--- config.mk ---
export PLATFORM = sky130hd
export DESIGN_NAME = cache_ovr_reg
export DESIGN_NICKNAME = d
export VERILOG_FILES = /design/src/rtl/cor_pkg.sv /design/src/rtl/cor_decode.sv /design/src/rtl/cor_store.sv /design/src/rtl/cor_policy.sv /design/src/rtl/cache_ovr_reg.sv
export SDC_FILE = /design/constraint.sdc
export NUM_CORES = 1
export LEC_CHECK = 0
export BUFFER_PORTS_ARGS = -buffer_cell sky130_fd_sc_hd__buf_2
export CAP_MARGIN = 20
export CORE_MARGIN = 3
export CORE_UTILIZATION = 27
export DETAILED_ROUTE_END_ITERATION = 16
export GPL_TIMING_DRIVEN = 0
export PLACE_DENSITY_LB_ADDON = 0.3
export SLEW_MARGIN = 20
export SYNTH_ARGS = -nofsm -noshare
export SYNTH_HDL_FRONTEND = slang
export SYNTH_SLANG_ARGS = --single-unit
--- constraint.sdc ---
create_clock -name clk_i -period 0.9 [get_ports clk_i]
set_input_delay 0 -clock clk_i [delete_from_list [all_inputs] [get_ports clk_i]]
set_output_delay 0 -clock clk_i [all_outputs]
set_load 0.005 [all_outputs]
--- src/rtl/cor_pkg.sv ---
package cor_pkg;
  localparam int GRP_W  = 3;
  localparam int OVR_W  = 2 * GRP_W;
  localparam int BIT_DL = 0;
  localparam int BIT_IL = 1;
  localparam int BIT_WT = 2;

  typedef logic [OVR_W-1:0] ovr_t;
  typedef logic [GRP_W-1:0] grp_t;

  typedef struct packed {
    logic secure;
    logic cacheable;
    logic writeback;
    logic instr;
  } mem_attr_t;

  // Bits a privileged transfer from the given world may see and change.
  function automatic ovr_t world_mask(input logic secure);
    ovr_t m;
    m = '0;
    m[GRP_W-1:0] = '1;
    if (secure) m[OVR_W-1:GRP_W] = '1;
    return m;
  endfunction

  function automatic grp_t group_of(input ovr_t v, input logic secure);
    return secure ? v[OVR_W-1:GRP_W] : v[GRP_W-1:0];
  endfunction

  function automatic ovr_t merge_bits(input ovr_t old_v, input ovr_t new_v, input ovr_t mask);
    return (old_v & ~mask) | (new_v & mask);
  endfunction
endpackage

--- src/rtl/cor_decode.sv ---
module cor_decode #(
  parameter int OP1_W = 3,
  parameter int CR_W  = 4,
  parameter int OP2_W = 3,
  parameter int SEL_OP1 = 0,
  parameter int SEL_CRN = 9,
  parameter int SEL_CRM = 8,
  parameter int SEL_OP2 = 0
) (
  input  logic             valid_i,
  input  logic             write_i,
  input  logic             secure_i,
  input  logic             priv_i,
  input  logic [OP1_W-1:0] op1_i,
  input  logic [CR_W-1:0]  crn_i,
  input  logic [CR_W-1:0]  crm_i,
  input  logic [OP2_W-1:0] op2_i,
  output logic             hit_o,
  output logic             wr_en_o,
  output logic             rd_en_o,
  output logic             undef_o,
  output cor_pkg::ovr_t    mask_o
);
  localparam logic [OP1_W-1:0] K_OP1 = OP1_W'(SEL_OP1);
  localparam logic [CR_W-1:0]  K_CRN = CR_W'(SEL_CRN);
  localparam logic [CR_W-1:0]  K_CRM = CR_W'(SEL_CRM);
  localparam logic [OP2_W-1:0] K_OP2 = OP2_W'(SEL_OP2);

  logic fields_match;

  always_comb begin
    fields_match = (op1_i == K_OP1) && (crn_i == K_CRN) &&
                   (crm_i == K_CRM) && (op2_i == K_OP2);
    hit_o   = valid_i && fields_match;
    undef_o = hit_o && !priv_i;
    wr_en_o = hit_o && priv_i && write_i;
    rd_en_o = hit_o && priv_i && !write_i;
    mask_o  = cor_pkg::world_mask(secure_i);
  end
endmodule

--- src/rtl/cor_store.sv ---
module cor_store (
  input  logic          clk_i,
  input  logic          rst_ni,
  input  logic          wr_en_i,
  input  cor_pkg::ovr_t mask_i,
  input  cor_pkg::ovr_t wdata_i,
  output cor_pkg::ovr_t ovr_q
);
  cor_pkg::ovr_t ovr_d;

  always_comb begin
    ovr_d = ovr_q;
    if (wr_en_i) ovr_d = cor_pkg::merge_bits(ovr_q, wdata_i, mask_i);
  end

  always_ff @(posedge clk_i) begin
    if (!rst_ni) ovr_q <= '0;
    else         ovr_q <= ovr_d;
  end

  AST_HOLD_NO_WRITE: assert property (@(posedge clk_i) disable iff (!rst_ni)
    !wr_en_i |=> $stable(ovr_q));
  AST_MASKED_BITS_KEPT: assert property (@(posedge clk_i) disable iff (!rst_ni)
    wr_en_i |=> ((ovr_q & ~$past(mask_i)) == ($past(ovr_q) & ~$past(mask_i))));
endmodule

--- src/rtl/cor_policy.sv ---
module cor_policy (
  input  cor_pkg::ovr_t     ovr_i,
  input  cor_pkg::mem_attr_t attr_i,
  output logic              force_wt_o,
  output logic              linefill_en_o
);
  cor_pkg::grp_t grp;
  logic          fill_off;

  always_comb begin
    grp           = cor_pkg::group_of(ovr_i, attr_i.secure);
    fill_off      = attr_i.instr ? grp[cor_pkg::BIT_IL] : grp[cor_pkg::BIT_DL];
    linefill_en_o = attr_i.cacheable && !fill_off;
    force_wt_o    = attr_i.cacheable && attr_i.writeback && grp[cor_pkg::BIT_WT];
  end
endmodule

--- src/rtl/cache_ovr_reg.sv ---
module cache_ovr_reg #(
  parameter int DATA_W  = 32,
  parameter int OP1_W   = 3,
  parameter int CR_W    = 4,
  parameter int OP2_W   = 3,
  parameter int SEL_OP1 = 0,
  parameter int SEL_CRN = 9,
  parameter int SEL_CRM = 8,
  parameter int SEL_OP2 = 0
) (
  input  logic              clk_i,
  input  logic              rst_ni,
  input  logic              acc_valid_i,
  input  logic              acc_write_i,
  input  logic              acc_secure_i,
  input  logic              acc_priv_i,
  input  logic [OP1_W-1:0]  acc_op1_i,
  input  logic [CR_W-1:0]   acc_crn_i,
  input  logic [CR_W-1:0]   acc_crm_i,
  input  logic [OP2_W-1:0]  acc_op2_i,
  input  logic [DATA_W-1:0] acc_wdata_i,
  output logic [DATA_W-1:0] acc_rdata_o,
  output logic              acc_undef_o,
  input  logic              mem_secure_i,
  input  logic              mem_cacheable_i,
  input  logic              mem_writeback_i,
  input  logic              mem_instr_i,
  output logic              mem_force_wt_o,
  output logic              mem_linefill_en_o
);
  localparam int OVR_W = cor_pkg::OVR_W;

  logic               hit, wr_en, rd_en;
  cor_pkg::ovr_t      mask, ovr_q, wr_bits, rd_bits;
  cor_pkg::mem_attr_t attr;

  cor_decode #(
    .OP1_W(OP1_W), .CR_W(CR_W), .OP2_W(OP2_W),
    .SEL_OP1(SEL_OP1), .SEL_CRN(SEL_CRN), .SEL_CRM(SEL_CRM), .SEL_OP2(SEL_OP2)
  ) u_decode (
    .valid_i(acc_valid_i), .write_i(acc_write_i), .secure_i(acc_secure_i),
    .priv_i(acc_priv_i), .op1_i(acc_op1_i), .crn_i(acc_crn_i),
    .crm_i(acc_crm_i), .op2_i(acc_op2_i), .hit_o(hit), .wr_en_o(wr_en),
    .rd_en_o(rd_en), .undef_o(acc_undef_o), .mask_o(mask)
  );

  assign wr_bits = acc_wdata_i[OVR_W-1:0];

  cor_store u_store (
    .clk_i(clk_i), .rst_ni(rst_ni), .wr_en_i(wr_en),
    .mask_i(mask), .wdata_i(wr_bits), .ovr_q(ovr_q)
  );

  always_comb begin
    rd_bits     = ovr_q & mask;
    acc_rdata_o = '0;
    if (rd_en) acc_rdata_o[OVR_W-1:0] = rd_bits;
  end

  assign attr = '{secure: mem_secure_i, cacheable: mem_cacheable_i,
                  writeback: mem_writeback_i, instr: mem_instr_i};

  cor_policy u_policy (
    .ovr_i(ovr_q), .attr_i(attr),
    .force_wt_o(mem_force_wt_o), .linefill_en_o(mem_linefill_en_o)
  );

  AST_UNDEF_USER_ONLY: assert property (@(posedge clk_i) disable iff (!rst_ni)
    acc_undef_o |-> (acc_valid_i && !acc_priv_i));
  AST_USER_NO_CHANGE: assert property (@(posedge clk_i) disable iff (!rst_ni)
    (acc_valid_i && !acc_priv_i) |=> $stable(ovr_q));
  AST_NS_SECURE_RAZ: assert property (@(posedge clk_i) disable iff (!rst_ni)
    (hit && !acc_secure_i) |-> (acc_rdata_o[OVR_W-1:cor_pkg::GRP_W] == '0));
  AST_UPPER_ZERO: assert property (@(posedge clk_i) disable iff (!rst_ni)
    acc_rdata_o[DATA_W-1:OVR_W] == '0);
  AST_NO_FILL_UNCACHED: assert property (@(posedge clk_i) disable iff (!rst_ni)
    !mem_cacheable_i |-> !mem_linefill_en_o);
  AST_WT_NEEDS_WB: assert property (@(posedge clk_i) disable iff (!rst_ni)
    mem_force_wt_o |-> (mem_cacheable_i && mem_writeback_i));
endmodule

-- Word level (Yosys, flattened, before mapping)
Index checks and enable logic that the tools add are counted.
- register bits: 6
- output and inout port bits: 35
- input port bits: 56
- mux-type cells: 4
- equal/unequal tests: 2
- bitwise logic cells: 5
- reduce and logical (&&, ||, !) cells: 16
- operators with widths (kind ; number):
    AND 6 bit ; 3
    logical AND 1 bit ; 11
    equality test 4 bit, second input constant ; 2
    zero test 3 bit ; 2
    2-to-1 mux 3 bit ; 2
    2-to-1 mux 6 bit ; 1
    NOT 6 bit ; 1
    bitwise OR 6 bit ; 1
    zero test 1 bit ; 3
    2-to-1 mux 1 bit ; 1

-- Logic depth before layout (Yosys ltp)
- word-level depth: 8
- depth in mapped cells: 5
- gate-level depth less buffers: 4

-- Modules after synthesis
From an unflattened synthesis, not the netlist that was laid out.
- cells, all modules: 86
- area total of the unflattened synthesis: 686.9 sq um
- by module, submodules not included (module ; cells an instance ; area an instance (sq um) ; instances):
    cor_store ; 31 ; 259.0 ; 1
    cache_ovr_reg ; 33 ; 236.5 ; 1
    cor_decode ; 17 ; 145.1 ; 1
    cor_policy ; 5 ; 46.3 ; 1

-- Least setup slack after synthesis
No wires, ideal clock.
- path type: input port to flip-flop
- start point: input acc_op1_i[1]
- end point: register with a tool-made name
- data required time: 830 ps
- arrival: 828 ps
- setup time: 70 ps
- stages on the path: 5
- buffers on the path: 1
- setup slack: 2 ps
- cell sequence: nor4b_4 -> and4_1 -> buf_4 -> nand4_1 -> a21oi_1
- RTL lines (element ; line ; source):
    start: declaration ; cache_ovr_reg.sv:17 ; input logic [OP1_W-1:0] acc_op1_i,

==> run_results.csv <==
group,metric,value,unit
synth,synthCells,78,
route,dr.pass1.iters,4,
cts,clkLatencyLatePin,0.24,ns
floorplanning,core-area,2250,sq um
floorplanning,rows,17,
layout,drive_above_1_share,58.9,%
pwr,fin_total_pwr,758,uW
global_routing,grt_pass1_wl,2860,microns
cts,clk_pin_slew,0.04,ns
global_routing,grt_pass1_vias,654,
placed_design,port_buffers,37,
route,routed_wl,1690,microns
route,drtIter0Drc,12,
pwr,p_per_area,695,nW/um^2
cts,cts_root_buf,"clkbuf_4",
floorplanning,die_w,55.2,microns
global_routing,antenna_found_initial,0,
floorplanning,die_area,3050,sq um
sta,grt_setup_unrepaired,"yes",
worst_hold_path,hp-class,"in -> reg",
layout,fillers,233,
synth,ys_ff_latch,6,
setup_path,cpPeakStageDelay,0.46,ns
pwr,ir_drop,0.000475,V
synth,avgSynthCellArea,8.39,sq um
setup_path,cp-end-kind,"primary output",
route,routed_via_density,3.98,
floorplanning,initial_core_util,29.0,%
layout,layout_commonest_cell,"buf_2",
cts,cts_tree,"yes",
sta,finClkSkew,0,ns
synth,ys_types,25,
setup_path,cpMaxStageDelayCell,"mux4_2",
cts,cts_sinks,6,
layout,postLayoutCoreUtil,48.4,%
route,num_vias,693,
global_routing,grt_use_total,11.6,%
floorplanning,fp.dieH,55.2,microns
synth,synth_area_leaders,"buf_4 (31%), dfxtp_1 (18%), nand4_1 (5.7%)",
run,maxCapViolCount,0,
setup_path,critPathMaxFanout,3,
layout,final_nets,204,
sta,slew_viol_final,0,
cts,cts_buffers,3,
setup_path,critical_path_class,"reg -> out",
sta,worst_hold_slack,0.0277,ns
layout,multi_input_area,437,sq um
route,drc,0,
sta,setup_slack,-0.349,ns
layout,final_cell_mix,"buf_2 (30), buf_4 (29), conb_1 (26)",
layout,stdcell_count,174,
pwr,p_leak,0.605,nW
synth,yosys.area.top_type,"buf_4",
sta,setup_viol,14,
layout,syn2layout_area_growth,66.7,%
worst_hold_path,min-delay-start,"acc_wdata_i[5]",
setup_path,critical_path_arrival,1.25,ns
sta,final_hold_viol_count,0,
cts,ctsLongestPathBuffers,2,
global_routing,grt_max_degree,9,
run_status,status,"finished, violations left",
synth,yosysSeqAreaShare,18.4,%
synth,synth_top_area_share,31.0,%
cts,htree_num_levels,1,
sta,max_freq,801,MHz
setup_path,worstPathCellList,"mux4_2 -> nor2b_1 -> buf_2",
setup_path,startpoint_type,"flop",
sta,post-route-period-util,139,%
run_status,violations,"setup timing",
route,ant_nets,0,
sta,period_minus_slack,1.25,ns
synth,yosysWarningCount,0,
floorplanning,io_pins,91,
global_routing,overflow,0,
layout,register_area,126,sq um
placed_design,dp_slack,-0.286,ns
placed_design,dp_cells,168,
setup_path,required,0.90,ns
cts,cts_hold_repair.buffers,0,
placed_design,gp_congestion,0.769,
layout,num_antenna_cells,0,
synth,synth_area,654,sq um
placed_design,dpl.hpwl,1440,microns
route,wl_per_cell,9.71,microns
## timing repair
item	CTS	global route
resized for setup	8	13
endpoints found under the hold margin	0	0
endpoints found under the setup margin	7	15
pin swaps	10	17
setup buffers	2	1
## synth_stat cells (all sizes together)
cell type	number
o21ai	6
nor4b	2
nor2b	1
and4bb	2
conb	1
nor4	1
nand4	7
nor3b	1
and3	3
nor2	2
dfxtp	6
a21oi	6
clkbuf	1
mux2i	1
buf	27
mux4	1
nand2	2
and4	2
and2	4
inv	2
## metal layers
metal / global-route usage [%] / wire, microns / up-vias
li1: - / - / 363
met1: 12.7 / 650 / 280
met2: 18.6 / 764 / 48
met3: 7.01 / 264 / 2
met4: 3.82 / 11 / 0
met5: 0 / 0 / -
## worst paths after layout
kind	cells past startpoint	to	slack, ns
max	3	mem_linefill_en_o	-0.35
min	3	flop	0.03
max reg2reg	3	flop	0.20
min reg2reg	2	flop	0.49
## cell families after synthesis
kind of cell	count (synthesis)	share of synthesized area, %
other	1	0.573
muxes	2	4.97
AOI/OAI and AO/OA	12	9.18
and+or+nand+nor	27	34.0
buffers and inverters	30	32.9
DFF	6	18.4
## report_power, final
group | internal (mW) | switching (mW)
Sequential | 0.267 | 0.00000117
Clock | 0.151 | 0.0947
Combinational | 0.147 | 0.0997
Total | 0.564 | 0.194
## critical path: cells and delay by family (launching register included)
kind / cells / cell delay [ns]
simple gates: 1 / 0.12
mux: 1 / 0.46
flops: 1 / 0.31
buf+inv: 1 / 0.12
## final cells by class
type / count / area share, %
Multi-Input combinational cell: 67 / 40.0
Tap cell: 28 / 3.21
Inverter: 2 / 0.688
Clock buffer: 3 / 2.06
Sequential cell: 6 / 11.6
Timing Repair Buffer: 40 / 23.1
Buffer: 28 / 19.4
## stage by stage
step / TNS, ns / cell area [sq um]
6_report: -1.72 / 1090
5_1_grt: -3.08 / 1090
4_1_cts: -1.75 / 1050
3_5_place_dp: -3.10 / 968
3_3_place_gp: -2.47 / 968
2_1_floorplan: 0 / 748
Power figures use the tool's default switching activity.
